==> src/rtl/pause_rx_pkg.sv <==
package pause_rx_pkg;

    // Width of the pause quanta field and of the hold counter.
    localparam int QW       = 16;
    // Header layout of a MAC control frame, in byte positions.
    localparam int DA_LEN   = 6;
    localparam int TYPE_OFS = 12;
    localparam int OPC_OFS  = 14;
    localparam int QNT_OFS  = 16;
    localparam int HDR_LEN  = QNT_OFS + 2;
    localparam int IDX_W    = $clog2(HDR_LEN + 1);

    typedef enum logic [1:0] {
        PS_IDLE,
        PS_HEADER,
        PS_TRAILER,
        PS_DISCARD
    } parse_st_t;

    typedef enum logic {
        GS_OPEN,
        GS_HELD
    } gate_st_t;

endpackage

==> src/rtl/pause_rx_parse.sv <==
module pause_rx_parse
    import pause_rx_pkg::*;
#(
    parameter logic [47:0] MC_ADDR   = 48'h0180_C200_0001,
    parameter logic [15:0] CTRL_TYPE = 16'h8808,
    parameter logic [15:0] PAUSE_OPC = 16'h0001
) (
    input  logic          clk,
    input  logic          rst_n,
    input  logic          rx_valid,
    input  logic          rx_sof,
    input  logic          rx_eof,
    input  logic          rx_good,
    input  logic [7:0]    rx_data,
    input  logic [47:0]   station_addr,
    input  logic          ucast_en,
    output logic          acc_valid,
    output logic [QW-1:0] acc_quanta
);

    parse_st_t        st, st_nxt;
    logic [IDX_W-1:0] idx;
    logic             mc_ok, uc_ok;
    logic [7:0]       q_hi;
    logic [QW-1:0]    q_val;

    logic [7:0] mc_byte [DA_LEN];
    logic [7:0] uc_byte [DA_LEN];

    // Split both candidate addresses into bytes, first on the wire first.
    for (genvar g = 0; g < DA_LEN; g++) begin : g_addr
        assign mc_byte[g] = MC_ADDR[47-8*g -: 8];
        assign uc_byte[g] = station_addr[47-8*g -: 8];
    end

    logic             start, step;
    logic [IDX_W-1:0] pos;
    logic             in_da;
    logic [2:0]       da_i;
    logic             mc_hit, uc_hit, fld_bad, drop_now, acc_fire;

    // Byte classification.
    always_comb begin
        start   = rx_valid && rx_sof;
        step    = rx_valid && !rx_sof;
        pos     = start ? '0 : idx;
        in_da   = (int'(pos) < DA_LEN);
        da_i    = in_da ? pos[2:0] : 3'd0;
        mc_hit  = in_da && (rx_data == mc_byte[da_i]) && ((pos == '0) || mc_ok);
        uc_hit  = in_da && ucast_en && (rx_data == uc_byte[da_i]) && ((pos == '0) || uc_ok);
        fld_bad = 1'b0;
        unique case (int'(pos))
            TYPE_OFS:     fld_bad = (rx_data != CTRL_TYPE[15:8]);
            TYPE_OFS + 1: fld_bad = (rx_data != CTRL_TYPE[7:0]);
            OPC_OFS:      fld_bad = (rx_data != PAUSE_OPC[15:8]);
            OPC_OFS + 1:  fld_bad = (rx_data != PAUSE_OPC[7:0]);
            default:      fld_bad = 1'b0;
        endcase
        drop_now = (in_da && !mc_hit && !uc_hit) || fld_bad;
    end

    // Next-state logic.
    always_comb begin
        st_nxt = st;
        if (start) begin
            if (rx_eof)        st_nxt = PS_IDLE;
            else if (drop_now) st_nxt = PS_DISCARD;
            else               st_nxt = PS_HEADER;
        end else if (step) begin
            unique case (st)
                PS_IDLE: st_nxt = PS_IDLE;
                PS_HEADER: begin
                    if (rx_eof)                             st_nxt = PS_IDLE;
                    else if (drop_now)                      st_nxt = PS_DISCARD;
                    else if (int'(idx) == HDR_LEN - 1)      st_nxt = PS_TRAILER;
                    else                                    st_nxt = PS_HEADER;
                end
                PS_TRAILER: st_nxt = rx_eof ? PS_IDLE : PS_TRAILER;
                PS_DISCARD: st_nxt = rx_eof ? PS_IDLE : PS_DISCARD;
                default:    st_nxt = PS_IDLE;
            endcase
        end
    end

    // Output decode: acceptance on the good end byte of a complete header.
    always_comb begin
        acc_fire = step && rx_eof && rx_good && (st == PS_TRAILER);
    end

    // State register.
    always_ff @(posedge clk or negedge rst_n) begin
        if (!rst_n) st <= PS_IDLE;
        else        st <= st_nxt;
    end

    // Header bookkeeping and registered acceptance.
    always_ff @(posedge clk or negedge rst_n) begin
        if (!rst_n) begin
            idx        <= '0;
            mc_ok      <= 1'b0;
            uc_ok      <= 1'b0;
            q_hi       <= '0;
            q_val      <= '0;
            acc_valid  <= 1'b0;
            acc_quanta <= '0;
        end else begin
            if (start) begin
                idx   <= IDX_W'(1);
                mc_ok <= mc_hit;
                uc_ok <= uc_hit;
            end else if (step && (st == PS_HEADER)) begin
                idx <= idx + IDX_W'(1);
                if (in_da) begin
                    mc_ok <= mc_hit;
                    uc_ok <= uc_hit;
                end
                if (int'(pos) == QNT_OFS)     q_hi  <= rx_data;
                if (int'(pos) == QNT_OFS + 1) q_val <= {q_hi, rx_data};
            end
            acc_valid <= acc_fire;
            if (acc_fire) acc_quanta <= q_val;
        end
    end

endmodule

==> src/rtl/pause_hold_timer.sv <==
module pause_hold_timer
    import pause_rx_pkg::*;
(
    input  logic          clk,
    input  logic          rst_n,
    input  logic          enable,
    input  logic          load,
    input  logic [QW-1:0] load_val,
    input  logic          tick,
    output logic [QW-1:0] cnt,
    output logic          pending
);

    // Load takes priority over a coincident tick.
    always_ff @(posedge clk or negedge rst_n) begin
        if (!rst_n)                  cnt <= '0;
        else if (!enable)            cnt <= '0;
        else if (load)               cnt <= load_val;
        else if (tick && cnt != '0)  cnt <= cnt - QW'(1);
    end

    always_comb pending = (cnt != '0);

endmodule

==> src/rtl/pause_tx_gate.sv <==
module pause_tx_gate
    import pause_rx_pkg::*;
(
    input  logic clk,
    input  logic rst_n,
    input  logic enable,
    input  logic pending,
    input  logic tx_busy,
    output logic inhibit
);

    gate_st_t st, st_nxt;

    always_comb begin
        st_nxt = st;
        unique case (st)
            GS_OPEN: if (enable && pending && !tx_busy) st_nxt = GS_HELD;
            GS_HELD: if (!enable || !pending)           st_nxt = GS_OPEN;
            default: st_nxt = GS_OPEN;
        endcase
    end

    always_ff @(posedge clk or negedge rst_n) begin
        if (!rst_n) st <= GS_OPEN;
        else        st <= st_nxt;
    end

    always_comb inhibit = (st == GS_HELD);

endmodule

==> src/rtl/pause_rx_hold.sv <==
module pause_rx_hold
    import pause_rx_pkg::*;
#(
    parameter logic [47:0] MC_ADDR   = 48'h0180_C200_0001,
    parameter logic [15:0] CTRL_TYPE = 16'h8808,
    parameter logic [15:0] PAUSE_OPC = 16'h0001
) (
    input  logic        clk,
    input  logic        rst_n,
    input  logic        rx_valid,
    input  logic        rx_sof,
    input  logic        rx_eof,
    input  logic        rx_good,
    input  logic [7:0]  rx_data,
    input  logic [47:0] station_addr,
    input  logic        ucast_en,
    input  logic        rx_fc_en,
    input  logic        slot_tick,
    input  logic        tx_busy,
    output logic        tx_inhibit
);

    logic          acc_valid;
    logic [QW-1:0] acc_quanta;
    logic [QW-1:0] hold_cnt;
    logic          hold_pending;

    pause_rx_parse #(
        .MC_ADDR   (MC_ADDR),
        .CTRL_TYPE (CTRL_TYPE),
        .PAUSE_OPC (PAUSE_OPC)
    ) u_parse (
        .clk          (clk),
        .rst_n        (rst_n),
        .rx_valid     (rx_valid),
        .rx_sof       (rx_sof),
        .rx_eof       (rx_eof),
        .rx_good      (rx_good),
        .rx_data      (rx_data),
        .station_addr (station_addr),
        .ucast_en     (ucast_en),
        .acc_valid    (acc_valid),
        .acc_quanta   (acc_quanta)
    );

    pause_hold_timer u_timer (
        .clk      (clk),
        .rst_n    (rst_n),
        .enable   (rx_fc_en),
        .load     (acc_valid),
        .load_val (acc_quanta),
        .tick     (slot_tick),
        .cnt      (hold_cnt),
        .pending  (hold_pending)
    );

    pause_tx_gate u_gate (
        .clk     (clk),
        .rst_n   (rst_n),
        .enable  (rx_fc_en),
        .pending (hold_pending),
        .tx_busy (tx_busy),
        .inhibit (tx_inhibit)
    );

endmodule

==> config.mk <==
export PLATFORM = sky130hd
export DESIGN_NAME = pause_rx_hold
export DESIGN_NICKNAME = d
export VERILOG_FILES = /design/src/rtl/pause_rx_pkg.sv /design/src/rtl/pause_rx_parse.sv /design/src/rtl/pause_hold_timer.sv /design/src/rtl/pause_tx_gate.sv /design/src/rtl/pause_rx_hold.sv
export SDC_FILE = /design/constraint.sdc
export NUM_CORES = 1
export LEC_CHECK = 0
export BUFFER_PORTS_ARGS = -buffer_cell sky130_fd_sc_hd__buf_4
export CAP_MARGIN = 20
export CORE_ASPECT_RATIO = 1.75
export CORE_MARGIN = 2
export CORE_UTILIZATION = 30
export DETAILED_ROUTE_END_ITERATION = 6
export PLACE_DENSITY_LB_ADDON = 0.1
export SETUP_SLACK_MARGIN = 0.5
export SLEW_MARGIN = 20
export SYNTH_ARGS = -nofsm -noshare
export SYNTH_HDL_FRONTEND = slang
export SYNTH_SLANG_ARGS = --single-unit
==> constraint.sdc <==
create_clock -name clk -period 2.1 [get_ports clk]
set_input_delay 0.42 -clock clk [delete_from_list [all_inputs] [get_ports clk]]
set_output_delay 0.42 -clock clk [all_outputs]
set_load 0.03 [all_outputs]
### Yosys cells after proc, flatten, opt, wreduce, memory -nomap -nowiden

Memories as Yosys holds them, arrays and structs flattened.
Cells that the tools add are included.

| storage, ports and cells | value |
|---|---|
| register bits after elaboration | 67 |
| memory bits (read-only) | 64 |
| input bits | 66 |
| output and inout bits | 1 |
| memories kept | 1 |

Memory list:

| memory | depth | width | read ports | clocked after memory_dff | write ports | RTL line | source |
|---|---|---|---|---|---|---|---|
| (name not given) | 8 | 8 | 1 | 0 | 0 | pause_rx_parse.sv:49 | `mc_hit = in_da && (rx_data == mc_byte[da_i]) && ((pos == '0) \|\| mc_ok);` |

| operators by class | value |
|---|---|
| add/subtract/negate cells | 2 |
| order comparisons | 2 |
| eq/ne operators | 16 |
| muxes and demuxes | 32 |
| bitwise operators | 3 |
| reductions and logical operators | 36 |

Operators with widths:

| kind | count |
|---|---|
| 16-bit two-way mux | 3 |
| 8-bit two-way mux | 4 |
| 8-bit binary-select mux with 3-bit select | 1 |
| 5-bit by 4-bit equality test with 1-bit output (second input constant) | 4 |
| 2-bit two-way mux | 9 |
| 8-bit equality test | 2 |
| 1-bit logical AND | 16 |
| 16-bit nonzero test | 1 |
| 16-bit by 1-bit subtractor with 16-bit output (second input constant) | 1 |
| 5-bit equality test (second input constant) | 3 |
| 5-bit two-way mux | 3 |
| 1-bit two-way mux | 8 |
| 8-bit by 1-bit != test with 1-bit output (second input constant) | 1 |
| 8-bit by 4-bit != test with 1-bit output (second input constant) | 1 |
| 8-bit != test (second input constant) | 1 |
| 2-bit one-hot mux with 4 select lines | 1 |
| 8-bit nonzero test | 1 |
| 1-bit zero test | 6 |
| 3-bit AND reduction | 2 |
| 2-bit nonzero test | 3 |
| 5-bit by 1-bit adder with 5-bit output (second input constant) | 1 |
| 5-bit zero test | 1 |
| 5-bit by 3-bit less-than comparator with 1-bit output (second input constant) | 1 |
| 2-bit equality test (second input constant) | 2 |
| 11 further kinds | 15 |

### Logic depth before layout (Yosys ltp)

Gate-level depths: netlist of run 1.

| depth | value |
|---|---|
| depth in word-level cells | 20 |
| mapped depth | 10 |
| depth with buffers taken out | 8 |

### Modules after synthesis

Synthesis of run 1 repeated with hierarchy kept, for this count alone.

| second synthesis, totals | value |
|---|---|
| cells, all modules | 406 |
| area total of the unflattened synthesis | 4007.6 um^2 |

Modules (own cells, without submodules):

| module | times used | cells each | area an instance (um^2) | sequential area each (um^2) |
|---|---|---|---|---|
| pause_rx_parse | 1 | 281 | 2872.8 | 1251.2 |
| pause_hold_timer | 1 | 121 | 1093.5 | 400.4 |
| pause_tx_gate | 1 | 4 | 41.3 | 25.0 |

### Worst setup path before layout of run 1

OpenSTA, ideal clock, no wires.

| path | value |
|---|---|
| path type | flip-flop to flip-flop |
| start point | reg u_parse.idx[2] |
| end point | reg u_parse.st[1] |
| setup time | 0.123 ns |
| arrival | 2.079 ns |
| path slack | -0.102 ns |
| cell stages (with the launch flop) | 11 |
| buffers on the path | 2 |
| cells stage by stage | dfrtp_1 -> buf_6 -> a211oi_4 -> and2_4 -> buf_8 -> mux2i_1 -> a221oi_2 -> xor2_1 -> nor4_2 -> a31oi_1 -> o221a_1 |

| between the ends | value |
|---|---|
| cells in the longest elaborated chain, start to end | 19 |
| elaborated cells on any way between the ends | 39 |
| those cells by class | order compare: 1; eq/ne: 7; mux: 16; bitwise: 1; reduce/logical: 13; memory: 1 |

Ends and longest elaborated chain:

| item | RTL line | source |
|---|---|---|
| start, declared | pause_rx_parse.sv:22 | `logic [IDX_W-1:0] idx;` |
| start signal, assigned | pause_rx_parse.sv:112 | `idx <= idx + IDX_W'(1);` |
| 5-bit two-way mux | pause_rx_parse.sv:46 | `pos = start ? '0 : idx;` |
| 5-bit by 3-bit less-than comparator with 1-bit output | pause_rx_parse.sv:47 | `in_da = (int'(pos) < DA_LEN);` |
| 3-bit two-way mux | pause_rx_parse.sv:48 | `da_i = in_da ? pos[2:0] : 3'd0;` |
| 3-bit NOT with 4-bit output (not written as such) | pause_rx_parse.sv:49, pause_rx_parse.sv:50 |  |
| memory 8 x 8 bit | n/a |  |
| 8-bit two-way mux (not written as such) (2 in series) | pause_rx_parse.sv:49 |  |
| 8-bit equality test | pause_rx_parse.sv:49 |  |
| 1-bit logical AND (2 in series) | pause_rx_parse.sv:49 |  |
| 1-bit zero test | pause_rx_parse.sv:59 | `drop_now = (in_da && !mc_hit && !uc_hit) \|\| fld_bad;` |
| 1-bit logical AND (2 in series) | pause_rx_parse.sv:59 |  |
| 1-bit logical OR | pause_rx_parse.sv:59 |  |
| 2-bit two-way mux | pause_rx_parse.sv:74 | `else if (drop_now) st_nxt = PS_DISCARD;` |
| 2-bit two-way mux | pause_rx_parse.sv:73 | `if (rx_eof) st_nxt = PS_IDLE;` |
| 2-bit one-hot mux with 4 select lines | pause_rx_parse.sv:70 | `unique case (st)` |
| 2-bit two-way mux | pause_rx_parse.sv:69 | `end else if (step) begin` |
| 2-bit two-way mux (*) | pause_rx_parse.sv:65 | `if (start) begin` |
| end signal, assigned | pause_rx_parse.sv:93 | `else st <= st_nxt;` |
| end, declared | pause_rx_parse.sv:21 | `parse_st_t st, st_nxt;` |

Mark *: on every way between the ends. The rest lies on a longest branch, timed or not. The select of a mux whose other input is x is not followed.
A chain may end at the register's enable or synchronous reset.

### Worst setup path after layout of run 1

| path | value |
|---|---|
| start point | reg u_parse.idx[3] |
| end point | reg u_parse.st[1] |

The elaborated chain is that of the path after synthesis.

==> metrics, run 1 <==
Post-synth EDFFs 0; ranking of synthesized cells by area dfrtp_1, mux2_2, mux2i_1, xnor2_1, a21oi_1; most frequent cell after synthesis dfrtp_1; Clock Latency Late Sink 0.33 ns; RSZ-0062 raised after global routing true; Root Buffer clkbuf_16; Avg Cell Area, Syn roughly 11 um^2; async set-or-reset flop fraction in the synthesized netlist 100%; multi-input logic area 2580 um^2; drt total wl 11300 um; Layout Nets between 500 and 600; largest net degree at the start of global routing 47; placed insts 645; post-route ant nets 0; Max Fanout on Critical Path 4; internal power between 3000 and 4000 uW; P&R area growth vs syn 55.9%; vias in the first global route 3661; Iter 0 DRT Violations 109; P per Cell Area slightly above 1000 nW/um^2; drt via density about 5; top cells by count, synth dfrtp_1, mux2_2, nor2_1; Synth top area share 43.0%; total track usage 16.8%; first drt pass iteration count 4; total gr overflow 0; Max-Cap Viols 0; placed wire-length estimate 8380 um; worst setup margin -0.172 ns; GPL Wtd Cong 0.849; Tcrit/Tclk final 108%; wire length per cell between 15 and 20 um; # DRC 0; share of cells above drive strength 1 between 50% and 60%; H-tree depth 3; row count 55; FF+latch count, synth 67; global-route wire length before repair ~19000 um; Logic pwr share a little under half; clk sinks 67; ant diodes 0; CTS Buf Count 9; Setup Skew 0.00873 ns; CTS clk-pin slew, worst paths 0.06 ns; Final Hold Vio Count 0; FILL cells 1238; Reg area ~1700 um^2; Starting Density 30.5%; startpoint types flip-flop; post-synth top area cell dfrtp_1; Data arrival, critical path approximately 2.5 ns; relative slew slack 62.0%; placed cell areas 5060 um^2; core area about 13000 um^2; Pleak between 0.002 and 0.003 uW; synth unique cells 56; Final Cell Area 6080 um^2; Syn Inst Count 371; synth warn 0; final setup vio count 9; crit path time final roughly 2.3 ns; failing checks negative setup slack; Post-Layout Cell Count 680; Clock Path Buffers 2; IR drop worst, VDD approximately 0.45 mV; Seq/Total Area, Yosys 43.0%; die width about 90 um; Die ar. 14000 um^2; Slew Viols, Final 0; Req. time, crit path about 2.3 ns; initial antenna violation count 0; status finished with violations; total negative slack -0.359 ns; sw frac 34.9%; synthesized area 3900 um^2; Vias 3322; Post-synth top flop dfrtp_1; Seq pwr share 26.0%; Slew @ Worst Pin 0.568 ns; Net Sw Power ~2100 uW; clock power share 26.0%; Crit Path Class flip-flop to flip-flop; Hold/Removal Path Class input pin to flip-flop; endpoint class of the critical path flip-flop; Die H around 150 um; max frequency ~440 MHz; input/output buffers 66; I/O pin total 67; syn_nets 440; TritonCTS clock tree yes
## through the flow
step	setup slack, ns	utilization [%]	total power [uW]	hold WS [ns]
global route	-0.299	47.5	6490	0.299
global placement	-0.331	39.5	3660	0.338
finish	-0.172	47.5	6120	0.283
floorplan	-0.0500	-	2860	0.124
CTS	-0.180	45.4	5970	0.262
detailed placement	-0.361	39.5	3690	0.341
## routing by layer
metal | track usage [%] | vias up | part of all wire (%)
met5 | 0 | - | 0
met4 | 8.21 | 0 | 3.3
met3 | 2.76 | 20 | 3.0
met2 | 33.1 | 77 | 59
met1 | 16.7 | 1613 | 35
li1 | - | 1612 | -
## power groups by stage
| stage | registers, uW | clock network, uW | logic, uW |
|---|---|---|---|
| floorplan | 1630 | 0 | 1230 |
| global placement | 1600 | 0 | 2070 |
| detailed placement | 1600 | 0 | 2090 |
| CTS | 1590 | 1650 | 2730 |
| global route | 1620 | 1700 | 3170 |
| finish | 1590 | 1590 | 2940 |
## flip-flops by register name (all words and copies together) (netlist names)
register and flops:
u_gate.inhibit 1, u_parse.acc_quanta 16, u_parse.acc_valid 1, u_parse.idx 5, u_parse.mc_ok 1, u_parse.q_hi 8, u_parse.q_val 16, u_parse.st 2
u_parse.uc_ok 1, u_timer.cnt 16
## worst max-delay path, cell delays in order, from the launching register on
cell and delay [ns]:
dfrtp_2 0.47, a211oi_4 0.23, buf_6 0.14, buf_6 0.12, o21ai_2 0.09, a221oi_1 0.32
xor2_1 0.13, nor3_2 0.22, buf_4 0.14, a31oi_1 0.07, o221a_1 0.21
## cells by family after synthesis
family	share of synthesized area, %
compound gates	15.0
xor+xnor	5.83
fa+ha+maj	0.962
buf+inv	4.20
flops	43.0
mux	16.0
simple gates	15.0
## placed cells by master (no fill, tap or decap), types with 4 or more instances in the layout
cell type  count
nor3_2         4
xnor2_1       11
mux2_2        18
xor2_1         9
a21oi_1       19
mux2i_1       14
nand2_1       19
a21oi_2        4
nor2_1        16
xnor2_2        5
nor2_4         7
mux2_4        24
a211oi_1       6
o21ai_1        4
buf_4        113
inv_1          8
dfrtp_1       63
buf_12         6
buf_6         21
o21ai_0       20
dfrtp_2        4
nor4_4         4
nor2b_1       12
nand3_1        4
clkbuf_16      9
## cell type report
type	count	share of cell area, %
sequential	67	27.6
timing repair buffer	142	20.5
clock inverter	7	1.50
inverter	9	0.638
multi-input combinational	275	42.5
tap	171	3.52
clock buffer	9	3.70
## worst paths after layout
check                           cells after the start  slack (ns)                  start                     to
min in group asynchronous                           2        0.54                  rst_n         u_timer.cnt[0]
worst max register to register                     10       -0.17         u_parse.idx[3]          u_parse.st[1]
worst max-delay path                               10       -0.17         u_parse.idx[3]          u_parse.st[1]
max in group asynchronous                           3        1.02                  rst_n  u_parse.acc_quanta[4]
worst min-delay path                                2        0.28                 rx_eof          u_parse.st[0]
worst min register to register                      1        0.50  u_parse.acc_quanta[8]  u_parse.acc_quanta[8]
## what timing repair did
action,4_1_cts,5_1_grt
endpoints found under the hold margin,21,0
hold buffers,1,0
gates cloned,1,0
gates resized for setup,58,53
pin swaps,27,23
buffers inserted,13,4
endpoints found under the setup margin,45,61
(Power assumes the default switching activity.)
==> inputs of run 2 (changes only) <==
Clock period 2.1 ns to 2.24 ns, I/O delays scaled along.
==> run 2 against run 1 <==
  * The run now ends clean
  * Register-to-register slack gained 0.21 ns
  * Global-route usage shrank 0.63 points
  * Wire length is essentially flat
  * Sequential share of layout area grew 0.90 points
  * Highest routed layer unchanged
==> metrics, run 2 (synthesis gave the netlist of run 1 again) <==
status completed; multi-input logic area 2520 um^2; commonest cells after routing, fill and taps aside buf_4, dfrtp_1, mux2_2, o21ai_0, nand2_1; drt via density 4.89; leading cell type in the layout, fill and taps excluded buf_4; vias in the first global route ~3500; ant diodes 0; drt total wl 11300 um; placed insts around 640; CTS Buf Count 9; die width 90.2 um; TritonCTS clock tree yes; Post-Layout Cell Count 669; Critical-path top delay cell dfrtp_2; # DRC 0; placed wire-length estimate 8280 um; I/O pin total 67; crit-path cells a211oi_4 > buf_6 > buf_6 > buf_4 > nand2_1 > a211oi_1 > a211oi_2 > xor2_1 > nor2_1 > a31oi_1 > o221a_1; initial antenna violation count 0; endpoint class of the critical path flip-flop; Slew Viols, Final 0; Reg area 1680 um^2; max frequency approximately 450 MHz; GPL Wtd Cong 0.836; relative slew slack 61.5%; placed cell areas 4980 um^2; FILL cells 1280; Iter 0 DRT Violations 60; core area 12800 um^2; total track usage between 15 and 20%; Req. time, crit path 2.45 ns; IR drop worst, VDD roughly 0.37 mV; startpoint types flip-flop; Max-Cap Viols 0; Layout Nets 562; Die H 155 um; share of cells above drive strength 1 52.6%; Crit Path Class flip-flop to flip-flop; Root Buffer clkbuf_16; Largest regs u_parse.acc_quanta (16), u_parse.q_val (16), u_timer.cnt (16); Data arrival, critical path 2.41 ns; RSZ-0062 raised after global routing true; Die ar. 14000 um^2; largest net degree at the start of global routing 42; P&R area growth vs syn 51.1%; most used cell, CP buf_6; first drt pass iteration count 4; Vias between 3000 and 4000; Starting Density between 30% and 40%; Final Power 5630 uW; H-tree depth 3; total gr overflow 0; Final Hold Vio Count 0; final setup vio count 0; Max Fanout on Critical Path 5; Hold/Removal Path Class input pin to asynchronous set/reset pin; input/output buffers between 60 and 70; P per Cell Area 955 nW/um^2; Setup Skew 0.0115 ns; Clock Path Buffers 2; global-route wire length before repair ~18000 um; crit path time final 2.20 ns; clk sinks between 60 and 70; Clock Latency Late Sink 0.33 ns; Largest stage delay, worst path 0.46 ns; Tcrit/Tclk final 98.1%; CTS clk-pin slew, worst paths 0.06 ns; row count 55; Slew @ Worst Pin 0.575 ns; Pleak roughly 0.0027 uW; wire length per cell 16.9 um; Final Cell Area 5900 um^2; post-route ant nets 0
run 2: changes by cell type in the layout (fill, tap and decap cells not counted), moves of 3 or more:
cell and change:
mux2_4 -16, buf_6 -10, a21oi_2 +3, a221oi_2 +3
a211oi_2 +3, mux2_2 +16, a21oi_1 -4, nor3_2 -3
run 2: repair_timing:
action / in CTS / in global routing
pin swaps: 21 / 39
resized for setup: 38 / 49
hold buffers: 0 / 0
buffers inserted: 6 / 10
cloned: 0 / 2
endpoints found under the setup margin: 44 / 44
run 2: final timing paths:
path / end / start / slack [ns] / cells past startpoint
max in group asynchronous: u_parse.acc_quanta[3] / rst_n / 1.61 / 2
setup reg to reg: u_parse.st[1] / u_parse.idx[3] / 0.04 / 11
hold reg to reg: u_parse.q_val[14] / u_parse.q_val[14] / 0.50 / 1
hold / removal: u_timer.cnt[1] / rst_n / 0.07 / 1
setup / recovery: u_parse.st[1] / u_parse.idx[3] / 0.04 / 11
min in group clk: u_parse.st[0] / rx_eof / 0.29 / 2
run 2: stage by stage:
| step | setup WS, ns | util [%] | TNS (ns) | hold WS [ns] |
|---|---|---|---|---|
| CTS | 0.0244 | 43.2 | 0 | 0.0767 |
| floorplan | 0.0620 | - | 0 | 0.152 |
| global route | -0.103 | 46.1 | -0.208 | 0.0949 |
| finish | 0.0420 | 46.1 | 0 | 0.0722 |
| global placement | -0.156 | 38.9 | -0.228 | 0.431 |
| detailed placement | -0.190 | 38.9 | -0.313 | 0.442 |
run 2: final cells by class:
cell class | count | area share, %
repair buffers | 131 | 19.2
well taps | 171 | 3.63
multi-input cells | 275 | 42.7
clock inverters | 6 | 1.51
inverters | 9 | 0.573
clock buffers | 10 | 3.88
flip-flops and latches | 67 | 28.5
run 2: worst max-delay path, delay by kind of cell, from the launching register on:
kind                      cells  cell delay (ns)
AOI/OAI and AO/OA             5             0.86
xor gates and xnor gates      1             0.15
buffers and inverters         3             0.37
DFF                           1             0.46
and+or+nand+nor               2             0.23
run 2: report_power, final:
part           internal, uW  switching (uW)
Sequential             1360             182
Combinational          1300            1290
Clock                   976             531
run 2: per-layer routing:
layer	GRT usage [%]	part of all wire, %	vias up
met5	0	0	-
met4	9.30	4.7	0
met3	2.76	2.9	26
met2	31.1	56	66
met1	16.1	36	1596
li1	-	-	1585
==> inputs of run 3 (changes only) <==
Settings changed: ABC_AREA set to 1, CORE_ASPECT_RATIO 1.75 to unset.
Clock period 2.24 ns to 2.43 ns, I/O delays scaled along.
==> run 3 against run 2 <==
  * Design area increased by 0.55%
  * Sequential cell count did not move
  * Core utilization fell by 0.94 points
  * Area after synthesis grew 2.7%
  * Clock power shrank 4%
  * Fmax shrank 3.7%
  * Register-to-register slack improved by 0.10 ns
  * Total power down 8.9%
  * Largest cell class unchanged
  * Largest power group unchanged
  * Highest routed layer unchanged
==> metrics, run 3 <==
status completed; Req. time, crit path 2.63 ns; synthesized area 4010 um^2; relative slew slack 41.2%; CP startpoint u_timer.cnt[0]; GPL Wtd Cong approximately 0.84; met2 WL roughly 5800 um; Hold WS roughly 0.27 ns; WP buf/inv 4; P per Cell Area 866 nW/um^2; Pleak 0.00301 uW; Data arrival, critical path roughly 2.5 ns; total track usage approximately 17%; top cells by count, synth nand2_1, inv_1, dfrtp_1; synth unique cells 40; Logic pwr share about 44%; crit-path cells inv_2 > buf_6 > nand3_4 > nor3_2 > inv_1 > nor2_2 > nand2_2 > nor2_2 > nand2_1 > nor2_2 > nand2_2 > nor2_2 > buf_4 > a21oi_2 > o22ai_1 > o22ai_2; synth warn 0; R2R Path End u_timer.cnt[15]; first drt pass iteration count 4; drt total wl about 12000 um; IR drop worst, VDD 0.336 mV; Hold/Removal Path Class input pin to asynchronous set/reset pin; Reg area 1680 um^2; post-route ant nets 0; sw frac 34.8%; Post-synth EDFFs 0; FF+latch count, synth 67; Iter 0 DRT Violations around 240; multi-input logic area between 2000 and 2500 um^2; die width around 120 um; initial antenna violation count 0; total gr overflow 0; Largest stage delay, worst path 0.40 ns; Die ar. 14300 um^2; CTS clk-pin slew, worst paths 0.06 ns; R2R Setup Slk 0.15 ns; P&R area growth vs syn 48.0%; Avg Cell Area, Syn 7.19 um^2; vias in the first global route between 4000 and 5000; Syn Inst Count about 560; Slew @ Worst Pin 0.882 ns; TritonCTS clock tree yes; Net Sw Power about 1800 uW; largest net degree at the start of global routing 68; post-synth top area cell dfrtp_1; clock power share 28.2%; RSZ-0062 raised after global routing true; syn_nets 626; H-tree depth 3; max frequency around 440 MHz; Layout Nets 745; Largest regs u_parse.acc_quanta (16), u_parse.q_val (16), u_timer.cnt (16); worst reg2reg startpoint u_timer.cnt[0]; Setup Skew 0.00861 ns; Synth top area share 41.8%; hold buffer count at CTS 0; most frequent cell after synthesis nand2_1; Max-Cap Viols 0; row count 42; Critical-path top delay cell dfrtp_1; Slew Viols, Final 0; Max Fanout on Critical Path 4; CTS Buf Count 9; placed wire-length estimate 8250 um; R2R depth 16; Starting Density a little under a third; pre-CTS WS -0.0375 ns; input/output buffers 66; Tcrit/Tclk final between 90% and 100%; internal power 3350 uW; WL met3 584 um; core area about 13000 um^2; startpoint types flip-flop; Seq pwr share between 20% and 30%; Root Buffer clkbuf_16; wire length per cell 14.4 um; cell family with most CP delay simple AND/OR/NAND/NOR gates; Crit Path Class flip-flop to flip-flop; I/O pin total 67; Critical Path Stages 16; Post-Layout Cell Count 857; endpoint class of the critical path flip-flop; FILL cells 1335; worst setup margin between 0.1 and 0.15 ns; leading cell type in the layout, fill and taps excluded nand2_1; Die H ~120 um; placed insts 798; Seq/Total Area, Yosys between 40% and 50%; highest routed layer met4; drt via density 4.73; final setup vio count 0; global-route wire length before repair 19200 um; commonest cells after routing, fill and taps aside nand2_1, buf_4, dfrtp_1, inv_1, nor2_1; ranking of synthesized cells by area dfrtp_1, nand2_1, inv_1, nand3_1, o21ai_0; Final Hold Vio Count 0; share of cells above drive strength 1 34.1%; Met1 Wirelength 5600 um; Post-synth top flop dfrtp_1; async set-or-reset flop fraction in the synthesized netlist 100%; Vias 4050; most used cell, CP nor2_2; crit path time final 2.28 ns; ant diodes 0; # DRC 0; Clock Latency Late Sink 0.33 ns; crit path capture u_timer.cnt[15]; Clock Path Buffers 2; clk sinks 67
## run 3: changes by cell type in the layout (fill, tap and decap cells not counted), sizes merged, moves of 11 or more
cell / change
inv: +59
mux2: -37
nand2: +144
nor2: +35
a211oi: -12
nand3: +43
o21ai: +25
mux2i: -11
o22ai: +13
nor2b: -13
xnor2: -16
## run 3: power groups by stage
| stage | Combinational (uW) | Sequential, uW | Clock [uW] |
|---|---|---|---|
| after floorplan | 947 | 1380 | 0 |
| after detailed placement | 1290 | 1400 | 0 |
| after global routing | 2490 | 1430 | 1540 |
| final | 2280 | 1410 | 1450 |
| after global placement | 1280 | 1400 | 0 |
| after CTS | 1800 | 1390 | 1490 |
## run 3: area by class of cell
class | count | area share, %
Sequential cell | 67 | 28.3
Timing Repair Buffer | 124 | 17.8
Clock buffer | 11 | 4.26
Inverter | 71 | 4.58
Tap cell | 176 | 3.71
Clock inverter | 5 | 1.44
Multi-Input combinational cell | 403 | 39.9
## run 3: cell families (layout without fill, tap and decap cells)
group | after synthesis | after routing | synth area share, %
adder cells (fa/ha/maj) | 3 | 3 | 0.937
buffers and inverters | 89 | 211 | 9.34
flip-flops | 67 | 67 | 41.8
multiplexers | 9 | 9 | 2.40
XOR/XNOR | 6 | 6 | 1.31
AO/OA/AOI/OAI | 98 | 98 | 13.6
AND/OR/NAND/NOR | 285 | 287 | 30.5
## run 3: per-stage QoR
stage | utilization, % | setup TNS (ns) | power, uW | area [um^2]
after CTS | 42.0 | 0 | 4670 | 5520
after floorplan | - | 0 | 2330 | 4060
after global placement | 36.6 | -0.0322 | 2680 | 4810
after global routing | 45.1 | -0.00565 | 5450 | 5930
final | 45.1 | 0 | 5130 | 5930
after detailed placement | 36.6 | -0.0484 | 2690 | 4810
## run 3: worst min-delay path by stage
stage | startpoint | to | slack, ns
4_1_cts | rst_n | u_timer.cnt[4] | 0.32
3_3_place_gp | u_parse.q_val[11] | u_parse.acc_quanta[11] | 0.45
3_5_place_dp | u_parse.q_val[11] | u_parse.acc_quanta[11] | 0.46
6_report | rst_n | u_timer.cnt[15] | 0.27
5_1_grt | rst_n | u_timer.cnt[15] | 0.35
2_1_floorplan | rst_n | u_gate.inhibit | 0.19
## run 3: metal layers
layer  vias up  GRT usage (%)
met5         -              0
met4         0           5.81
met3        25           3.14
met2       128           27.7
met1      1847           22.3
li1       2050              -
## run 3: repair_timing
action	4_1_cts	5_1_grt
gates cloned	1	3
setup buffers	29	10
setup endpoints to repair	19	29
pin swaps	11	26
gates resized for setup	32	66
